<file path="config.mk">
export PLATFORM = sky130hd
export DESIGN_NAME = sramclr_ctrl
export DESIGN_NICKNAME = d
export VERILOG_FILES = /design/src/rtl/sramclr_pkg.sv /design/src/rtl/sramclr_keylock.sv /design/src/rtl/sramclr_seq.sv /design/src/rtl/sramclr_ctrl.sv
export SDC_FILE = /design/constraint.sdc
export NUM_CORES = 1
export LEC_CHECK = 0
export ABC_CLOCK_PERIOD_IN_PS = 2940
export BUFFER_PORTS_ARGS = -buffer_cell sky130_fd_sc_hd__buf_2
export CAP_MARGIN = 20
export CORE_ASPECT_RATIO = 0.7
export CORE_MARGIN = 2
export CORE_UTILIZATION = 38
export CTS_CLUSTER_DIAMETER = 30
export DETAILED_ROUTE_END_ITERATION = 8
export MAX_ROUTING_LAYER = met4
export PLACE_DENSITY = 0.81
export SLEW_MARGIN = 20
export SYNTH_ARGS = -nofsm -noshare
export SYNTH_HDL_FRONTEND = slang
export SYNTH_SLANG_ARGS = --single-unit
</file>
<file path="constraint.sdc">
create_clock -name clk -period 2.94 [get_ports clk]
set_input_delay 0.882 -clock clk [delete_from_list [all_inputs] [get_ports clk]]
set_output_delay 0.882 -clock clk [all_outputs]
set_load 0.02 [all_outputs]
</file>
<file path="src/rtl/sramclr_pkg.sv">
package sramclr_pkg;
   localparam int REG_AW = 8;
   localparam logic [REG_AW-1:0] OFS_CTRL = 8'h18;
   localparam logic [REG_AW-1:0] OFS_CFG  = 8'h1C;
   localparam logic [REG_AW-1:0] OFS_KEY  = 8'h24;
   localparam logic [31:0] KEY_FIRST  = 32'h0000_00CA;
   localparam logic [31:0] KEY_SECOND = 32'h0000_0053;
   localparam int LOCK_W    = 4;
   localparam int PAR_BIT   = 8;
   localparam int ACCEL_BIT = 8;

   typedef enum logic [1:0] {
      KEY_LOCKED = 2'd0,
      KEY_HALF   = 2'd1,
      KEY_OPEN   = 2'd2
   } key_state_e;

   typedef enum logic {
      TGT_MAIN  = 1'b0,
      TGT_ACCEL = 1'b1
   } tgt_e;
endpackage

</file>
<file path="src/rtl/sramclr_keylock.sv">
module sramclr_keylock
   import sramclr_pkg::*;
(
   input  logic        clk,
   input  logic        rst_n,
   input  logic        key_wr,
   input  logic [31:0] key_data,
   input  logic        consume,
   output logic        unlocked
);
   key_state_e state_q, state_d;

   always_comb begin
      state_d = state_q;
      if (key_wr) begin
         unique case (state_q)
            KEY_LOCKED: state_d = (key_data == KEY_FIRST)  ? KEY_HALF : KEY_LOCKED;
            KEY_HALF:   state_d = (key_data == KEY_SECOND) ? KEY_OPEN : KEY_LOCKED;
            default:    state_d = (key_data == KEY_FIRST)  ? KEY_HALF : KEY_LOCKED;
         endcase
      end else if (consume) begin
         state_d = KEY_LOCKED;
      end
   end

   always_ff @(posedge clk or negedge rst_n) begin
      if (!rst_n) state_q <= KEY_LOCKED;
      else        state_q <= state_d;
   end

   assign unlocked = (state_q == KEY_OPEN);

   // opening only follows a correct second key after the first
   a_r3_open_needs_key: assert property (@(posedge clk) disable iff (!rst_n)
      (unlocked && !$past(unlocked)) |->
         $past(key_wr && key_data == KEY_SECOND && state_q == KEY_HALF));

   // an accepted start uses up the unlock
   a_r5_consume_relocks: assert property (@(posedge clk) disable iff (!rst_n)
      (consume && !key_wr) |=> !unlocked);
endmodule

</file>
<file path="src/rtl/sramclr_seq.sv">
module sramclr_seq
   import sramclr_pkg::*;
#(
   parameter int DEPTH  = 64,
   parameter int DATA_W = 32
) (
   input  logic                     clk,
   input  logic                     rst_n,
   input  logic                     start,
   input  tgt_e                     start_tgt,
   output logic                     busy,
   output tgt_e                     tgt,
   output logic                     mem_we,
   output logic [$clog2(DEPTH)-1:0] mem_addr,
   output logic [DATA_W-1:0]        mem_wdata
);
   localparam int AW = $clog2(DEPTH);
   localparam logic [AW-1:0] LAST = AW'(DEPTH - 1);

   generate
      if (DEPTH < 2) begin : g_bad_depth
         $error("sramclr_seq: DEPTH must be at least 2");
      end
      if (DATA_W < 1) begin : g_bad_width
         $error("sramclr_seq: DATA_W must be at least 1");
      end
   endgenerate

   logic          busy_q;
   logic [AW-1:0] cnt_q;
   tgt_e          tgt_q;

   always_ff @(posedge clk or negedge rst_n) begin
      if (!rst_n) begin
         busy_q <= 1'b0;
         cnt_q  <= '0;
         tgt_q  <= TGT_MAIN;
      end else if (!busy_q) begin
         if (start) begin
            busy_q <= 1'b1;
            cnt_q  <= '0;
            tgt_q  <= start_tgt;
         end
      end else if (cnt_q == LAST) begin
         busy_q <= 1'b0;
         cnt_q  <= '0;
      end else begin
         cnt_q <= cnt_q + 1'b1;
      end
   end

   assign busy      = busy_q;
   assign tgt       = tgt_q;
   assign mem_we    = busy_q;
   assign mem_addr  = cnt_q;
   assign mem_wdata = '0;

   // the first write goes to address 0
   a_r6_first_addr: assert property (@(posedge clk) disable iff (!rst_n)
      (start && !busy) |=> (mem_we && mem_addr == '0));
   // addresses step by one while the erase runs
   a_r6_addr_step: assert property (@(posedge clk) disable iff (!rst_n)
      (mem_we && mem_addr != LAST) |=> (mem_we && mem_addr == $past(mem_addr) + 1'b1));
   // the write at the last address ends the erase
   a_r6_ends_at_last: assert property (@(posedge clk) disable iff (!rst_n)
      (mem_we && mem_addr == LAST) |=> !mem_we);
   // the target cannot change during an erase
   a_r8_target_stable: assert property (@(posedge clk) disable iff (!rst_n)
      (busy && $past(busy)) |-> $stable(tgt));
endmodule

</file>
<file path="src/rtl/sramclr_ctrl.sv">
module sramclr_ctrl
   import sramclr_pkg::*;
#(
   parameter int DEPTH  = 64,
   parameter int DATA_W = 32
) (
   input  logic                     clk,
   input  logic                     rst_n,
   input  logic [7:0]               reg_addr,
   input  logic                     reg_wr,
   input  logic [31:0]              reg_wdata,
   output logic [31:0]              reg_rdata,
   input  logic                     parity_err,
   input  logic                     accel_req,
   output logic                     mem_we,
   output logic                     mem_sel,
   output logic [$clog2(DEPTH)-1:0] mem_addr,
   output logic [DATA_W-1:0]        mem_wdata
);
   generate
      if (REG_AW != 8) begin : g_bad_regaw
         $error("sramclr_ctrl: register offset width must be 8");
      end
   endgenerate

   logic wr_ctrl, wr_cfg, wr_key;
   logic unlocked, sw_set, hw_start, seq_busy;
   logic main_busy, accel_busy;
   tgt_e seq_tgt;
   logic [LOCK_W-1:0] lock_q;
   logic              par_q;

   assign wr_ctrl = reg_wr && (reg_addr == OFS_CTRL);
   assign wr_cfg  = reg_wr && (reg_addr == OFS_CFG);
   assign wr_key  = reg_wr && (reg_addr == OFS_KEY);

   assign sw_set   = wr_ctrl && reg_wdata[0] && unlocked && !seq_busy;
   assign hw_start = accel_req && !seq_busy && !sw_set;

   sramclr_keylock u_keylock (
      .clk      (clk),
      .rst_n    (rst_n),
      .key_wr   (wr_key),
      .key_data (reg_wdata),
      .consume  (sw_set),
      .unlocked (unlocked)
   );

   sramclr_seq #(.DEPTH(DEPTH), .DATA_W(DATA_W)) u_seq (
      .clk       (clk),
      .rst_n     (rst_n),
      .start     (sw_set || hw_start),
      .start_tgt (sw_set ? TGT_MAIN : TGT_ACCEL),
      .busy      (seq_busy),
      .tgt       (seq_tgt),
      .mem_we    (mem_we),
      .mem_addr  (mem_addr),
      .mem_wdata (mem_wdata)
   );

   assign mem_sel    = (seq_tgt == TGT_ACCEL);
   assign main_busy  = seq_busy && (seq_tgt == TGT_MAIN);
   assign accel_busy = seq_busy && (seq_tgt == TGT_ACCEL);

   always_ff @(posedge clk or negedge rst_n) begin
      if (!rst_n) begin
         lock_q <= '0;
         par_q  <= 1'b0;
      end else begin
         if (wr_cfg) lock_q <= lock_q | reg_wdata[LOCK_W-1:0];
         if (parity_err)                       par_q <= 1'b1;
         else if (wr_cfg && reg_wdata[PAR_BIT]) par_q <= 1'b0;
      end
   end

   always_comb begin
      reg_rdata = '0;
      unique case (reg_addr)
         OFS_CTRL: begin
            reg_rdata[0]         = main_busy;
            reg_rdata[1]         = main_busy;
            reg_rdata[ACCEL_BIT] = accel_busy;
         end
         OFS_CFG: begin
            reg_rdata[LOCK_W-1:0] = lock_q;
            reg_rdata[PAR_BIT]    = par_q;
         end
         default: reg_rdata = '0;
      endcase
   end

   // a parity pulse always leaves the flag set
   a_r9_parity_wins: assert property (@(posedge clk) disable iff (!rst_n)
      parity_err |=> par_q);
   // writing 0 to the flag never clears it
   a_r9_zero_keeps: assert property (@(posedge clk) disable iff (!rst_n)
      (par_q && !(wr_cfg && reg_wdata[PAR_BIT])) |=> par_q);
   // lock bits never fall
   a_r10_locks_hold: assert property (@(posedge clk) disable iff (!rst_n)
      1'b1 |=> (($past(lock_q) & ~lock_q) == '0));
   // no main erase begins while locked
   a_r4_locked_no_start: assert property (@(posedge clk) disable iff (!rst_n)
      !unlocked |=> !$rose(main_busy));
   // a busy sequencer never switches target mid-run
   a_r8_busy_exclusive: assert property (@(posedge clk) disable iff (!rst_n)
      (accel_busy && !$past(accel_busy)) |-> !$past(seq_busy));
endmodule

</file>
# Word-level counts from Yosys, hierarchy flattened

Index checks and enable logic that the tools add are counted.

Flip-flop bits (word level): 15

Add/subtract/negate cells: 1
Equal/unequal tests: 8
Multiplexer cells: 17
Bitwise operators: 3
Reduce and logical (&&, ||, !) cells: 18

Operator list:

| operator                                              | number |
|---|---|
| equality test 32 x 7 -> 1 bit (second input constant) | 1 |
| equality test 32 x 8 -> 1 bit (second input constant) | 1 |
| 2-to-1 mux 6 bit                                      | 3 |
| equality test 8 x 5 -> 1 bit (second input constant)  | 2 |
| logical AND 1 bit                                     | 11 |
| 2-to-1 mux 2 bit                                      | 5 |
| equality test 8 x 6 -> 1 bit (second input constant)  | 1 |
| 2-to-1 mux 1 bit                                      | 7 |
| adder 6 x 1 -> 6 bit (second input constant)          | 1 |
| equality test 6 bit (second input constant)           | 1 |
| nonzero test 2 bit                                    | 3 |
| bitwise OR 4 bit                                      | 1 |
| one-hot mux 2 bit (2 select lines)                    | 1 |
| equality test 2 x 1 -> 1 bit (second input constant)  | 1 |
| equality test 2 bit (second input constant)           | 1 |
| zero test 1 bit                                       | 2 |
| inverter 1 bit                                        | 2 |
| one-hot mux 1 bit (2 select lines)                    | 1 |
| AND reduction 2 bit                                   | 1 |
| logical OR 1 bit                                      | 1 |

# Longest topological paths before layout

Depth in word-level cells: 10
Depth in mapped cells: 6
Mapped depth without buffers: 5

# Hierarchy

Synthesis repeated with hierarchy kept, for this count alone.

Cells, all modules: 161
Area, all modules: 1372.6 µm²

By module, submodules not included:

| module          | instances | cells an instance | area an instance (µm²) |
|---|---|---|---|
| sramclr_seq     | 1         | 74                | 623.1 |
| sramclr_ctrl    | 1         | 64                | 544.3 |
| sramclr_keylock | 1         | 23                | 205.2 |

# Worst setup path before layout

No wires, ideal clock.

Path type: input -> output
From: input reg_addr[1]
To: output reg_rdata[0]
Data arrival time: 2.094 ns
Setup slack: -0.036 ns
Cell stages on the path: 3
Cell sequence: or4_4 or2_2 a21oi_1

Word-level cells in the longest chain between the ends: 2

Ends and longest elaborated chain:

| element                                | line               | text |
|---|---|---|
| start: declaration                     | sramclr_ctrl.sv:9  | `input logic [7:0] reg_addr,` |
| equality test 8 x 5 -> 1 bit           | sramclr_ctrl.sv:78 | `unique case (reg_addr)` |
| one-hot mux 2 bit (2 select lines) (*) | sramclr_ctrl.sv:78 |  |
| end: declaration                       | sramclr_ctrl.sv:12 | `output logic [31:0] reg_rdata,` |

Every way passes the cells marked *; elsewhere a longest branch is shown, timed or not.

# Worst setup path in the final report

From: input reg_addr[6]
To: output reg_rdata[1]

Same word-level chain as after synthesis.

==> flow_summary.yaml <==
final_layout:
  area_delta_synth_final_pct: 14.4
  final_nets: 262
  finalCoreUtilization_pct: 46.9
  layout_common_cells: "conb_1, buf_2, dfrtp_1, nand2_1"
  final_common_cell: "conb_1"
  drive_gt1_share_pct: 34.0
  antennaDiodeCount: 0
  nFillCells: 322
cts:
  tritoncts: "built"
  cts_hold_buf: 0
  cts_buffers: 3
  clkLatencyLatePin_ns: 0.24
  clock_path_buffers: 2
  clockRootBuffer: "clkbuf_8"
  htree_levels: 1
  clk_pin_slew_ns: 0.06
  clock-sinks: 15
flow_run:
  drv_cap: 0
detailed_routing:
  drt_pass1_iterations: 4
  wl_mm: 2.71
  ant_nets: 0
  via_per_inst: 4.21
  drc_errors: 0
  post_drt_wl_per_cell_um: 10.3
  drt_iter0_markers: 76
  vias: 1104
synthesis:
  yosysTopAreaCell: "buf_4"
  synth_warnings: 0
  synth_top_area_share_pct: 33.4
  synth_top_family_by_area: "buffers and inverters"
  synth_compound_area_share_pct: 10.7
  synth_cell_types: 37
  async_flop_share_pct: 100
  synthMuxAreaShare_pct: 0
  synthesis.area_sq_mm: 0.00133
  synth-simple-area-share_pct: 23.7
  ys_seq_area_share_pct: 28.3
  syn-instance-count: 154
  synthTopCellsByArea: "buf_4, dfrtp_1, a21o_1, nand2_1, nor4_1"
  ys_seq_elements: 15
  synth-edff-count: 0
  avgSynthCellArea_sq_um: 8.60
  synthXorXnorAreaFrac_pct: 0.661
  synth_ff_type: "dfrtp_1"
  synthAdderAreaFrac_pct: 0.944
global_route:
  overflow: 0
  first_global_vias: 894
  grt.total_usage_pct: 13.4
  grt_max_degree: 16
  grt_pass1_wl_mm: 3.92
  antenna_found_initial: 0
setup_path:
  criticalPathCategory: "input port to primary output"
  cpPeakStageDelay_ns: 0.55
  endpoint_kind: "primary output"
  arrival_ns: 2.04
  startpoint_type: "input port"
  cp_max_fo: 3
  cpMaxStageDelayCell: "or4_4"
  critical_path.cell_chain: "buf_6 > or4_4 > or2_4 > a21oi_2 > buf_4"
  required_ns: 2.06
timing:
  period_share_pct: 99.5
  slew_viol_final: 0
  post-route-worst-setup-slack_ns: 0.0152
  worst_pin_slew_ns: 0.501
  final_hold_viol_count: 0
  relSlewSlack_pct: 66.2
  tns_ns: 0
  fin_skew_ns: 0.00120
  setup_viol: 0
  period_needed_ns: 2.92
  rsz0062_at_grt: "true"
  fmax_mhz: 342
pwr:
  ir_drop_v: 0.000144
  leakage_uw: 0.000825
  p_total_uw: 492
  power.density_mw_per_mm2: 325
floorplanning:
  ios: 117
  die_width_um: 74.6
  initial_utilization_pct: 41.0
  core_area_sq_mm: 0.00323
  dieArea_sq_mm: 0.00398
  rows: 17
  die_height_um: 53.4
place:
  hpwl_mm: 2.27
  place_congestion: 0.802
  dp_slack_ns: -0.113
  io_buffers: 57
worst_hold_path:
  min_path_type: "flip-flop to flip-flop"
outcome:
  status: "finished, final reports clean"
area by class of cell:
type / count / area (sq um) / area share, %
clock buffer: 4 / 45.0 / 2.97
timing repair buffer: 60 / 322 / 21.2
multi-input combinational: 134 / 708 / 46.7
tap: 47 / 58.8 / 3.88
inverter: 2 / 7.51 / 0.495
sequential: 15 / 375 / 24.8
registers in the layout (all words and copies together), names as in the netlist:
| signal | count |
|---|---|
| lock_q | 4 |
| par_q | 1 |
| u_seq.busy | 1 |
| u_seq.mem_addr | 6 |
| u_keylock.state_q | 2 |
| u_seq.tgt | 1 |
through the flow:
stage | instance area, sq um | hold WS [ns] | instances
2_1_floorplan | 1540 | 0.420 | 212
3_3_place_gp | 1440 | 0.430 | 257
3_5_place_dp | 1440 | 0.441 | 257
4_1_cts | 1500 | 0.454 | 262
5_1_grt | 1520 | 0.483 | 262
6_report | 1520 | 0.453 | 262
worst max-delay path, delay by kind of cell:
kind,cells,cell delay (ns)
AND/OR/NAND/NOR,2,0.82
buffers and inverters,2,0.24
AO/OA/AOI/OAI,1,0.10
final timing paths:
| kind | slack [ns] | from | cells after the start | endpoint |
|---|---|---|---|---|
| max | 0.02 | reg_addr[6] | 5 | reg_rdata[1] |
| min | 0.45 | lock_q[2] | 1 | lock_q[2] |
| max reg2reg | 1.02 | u_seq.busy | 4 | u_seq.mem_addr[3] |
| min reg2reg | 0.45 | lock_q[2] | 1 | lock_q[2] |
| max in group asynchronous | 2.16 | rst_n | 1 | lock_q[0] |
| min in group asynchronous | 0.53 | rst_n | 1 | lock_q[2] |
cells in the mapped netlist, drive strengths merged (2+ instances only):
cell and count:
dfrtp 15, buf 60, nor3 2, nand2b 4, nand3 6, or4 2
nand3b 3, nor4 5, nor4bb 2, and3 2, inv 2, o21ai 4
nand2 10, a22o 2, nor2 6, a21o 6, a21oi 5, nor4b 2
where the power goes:
part | internal [uW] | switching (uW) | leakage, uW
registers | 209 | 1.49 | 0.000173
logic | 28.5 | 87.3 | 0.000629
clock network | 95.8 | 70.1 | 0.0000228
what timing repair did:
action | CTS | global route
pin swaps | 2 | 0
buffers inserted | 1 | 0
endpoints found under the setup margin | 3 | 3
resized for setup | 2 | 5
per-layer routing:
metal	routed length (um)	global-route usage, %	vias up
met2	1320	21.8	70
met4	22	5.36	0
met3	305	1.33	2
met1	1060	17.3	495
li1	-	-	537
met5	0	-	-
logic make-up (layout without fill, tap and decap cells):
| logic type | Yosys count | after routing |
|---|---|---|
| other | 1 | 59 |
| buffers and inverters | 63 | 66 |
| and+or+nand+nor | 52 | 52 |
| DFF | 15 | 15 |
| AOI/OAI and AO/OA | 21 | 21 |
| adders and majority gates | 1 | 1 |
| xor gates and xnor gates | 1 | 1 |
(Power assumes the default switching activity.)
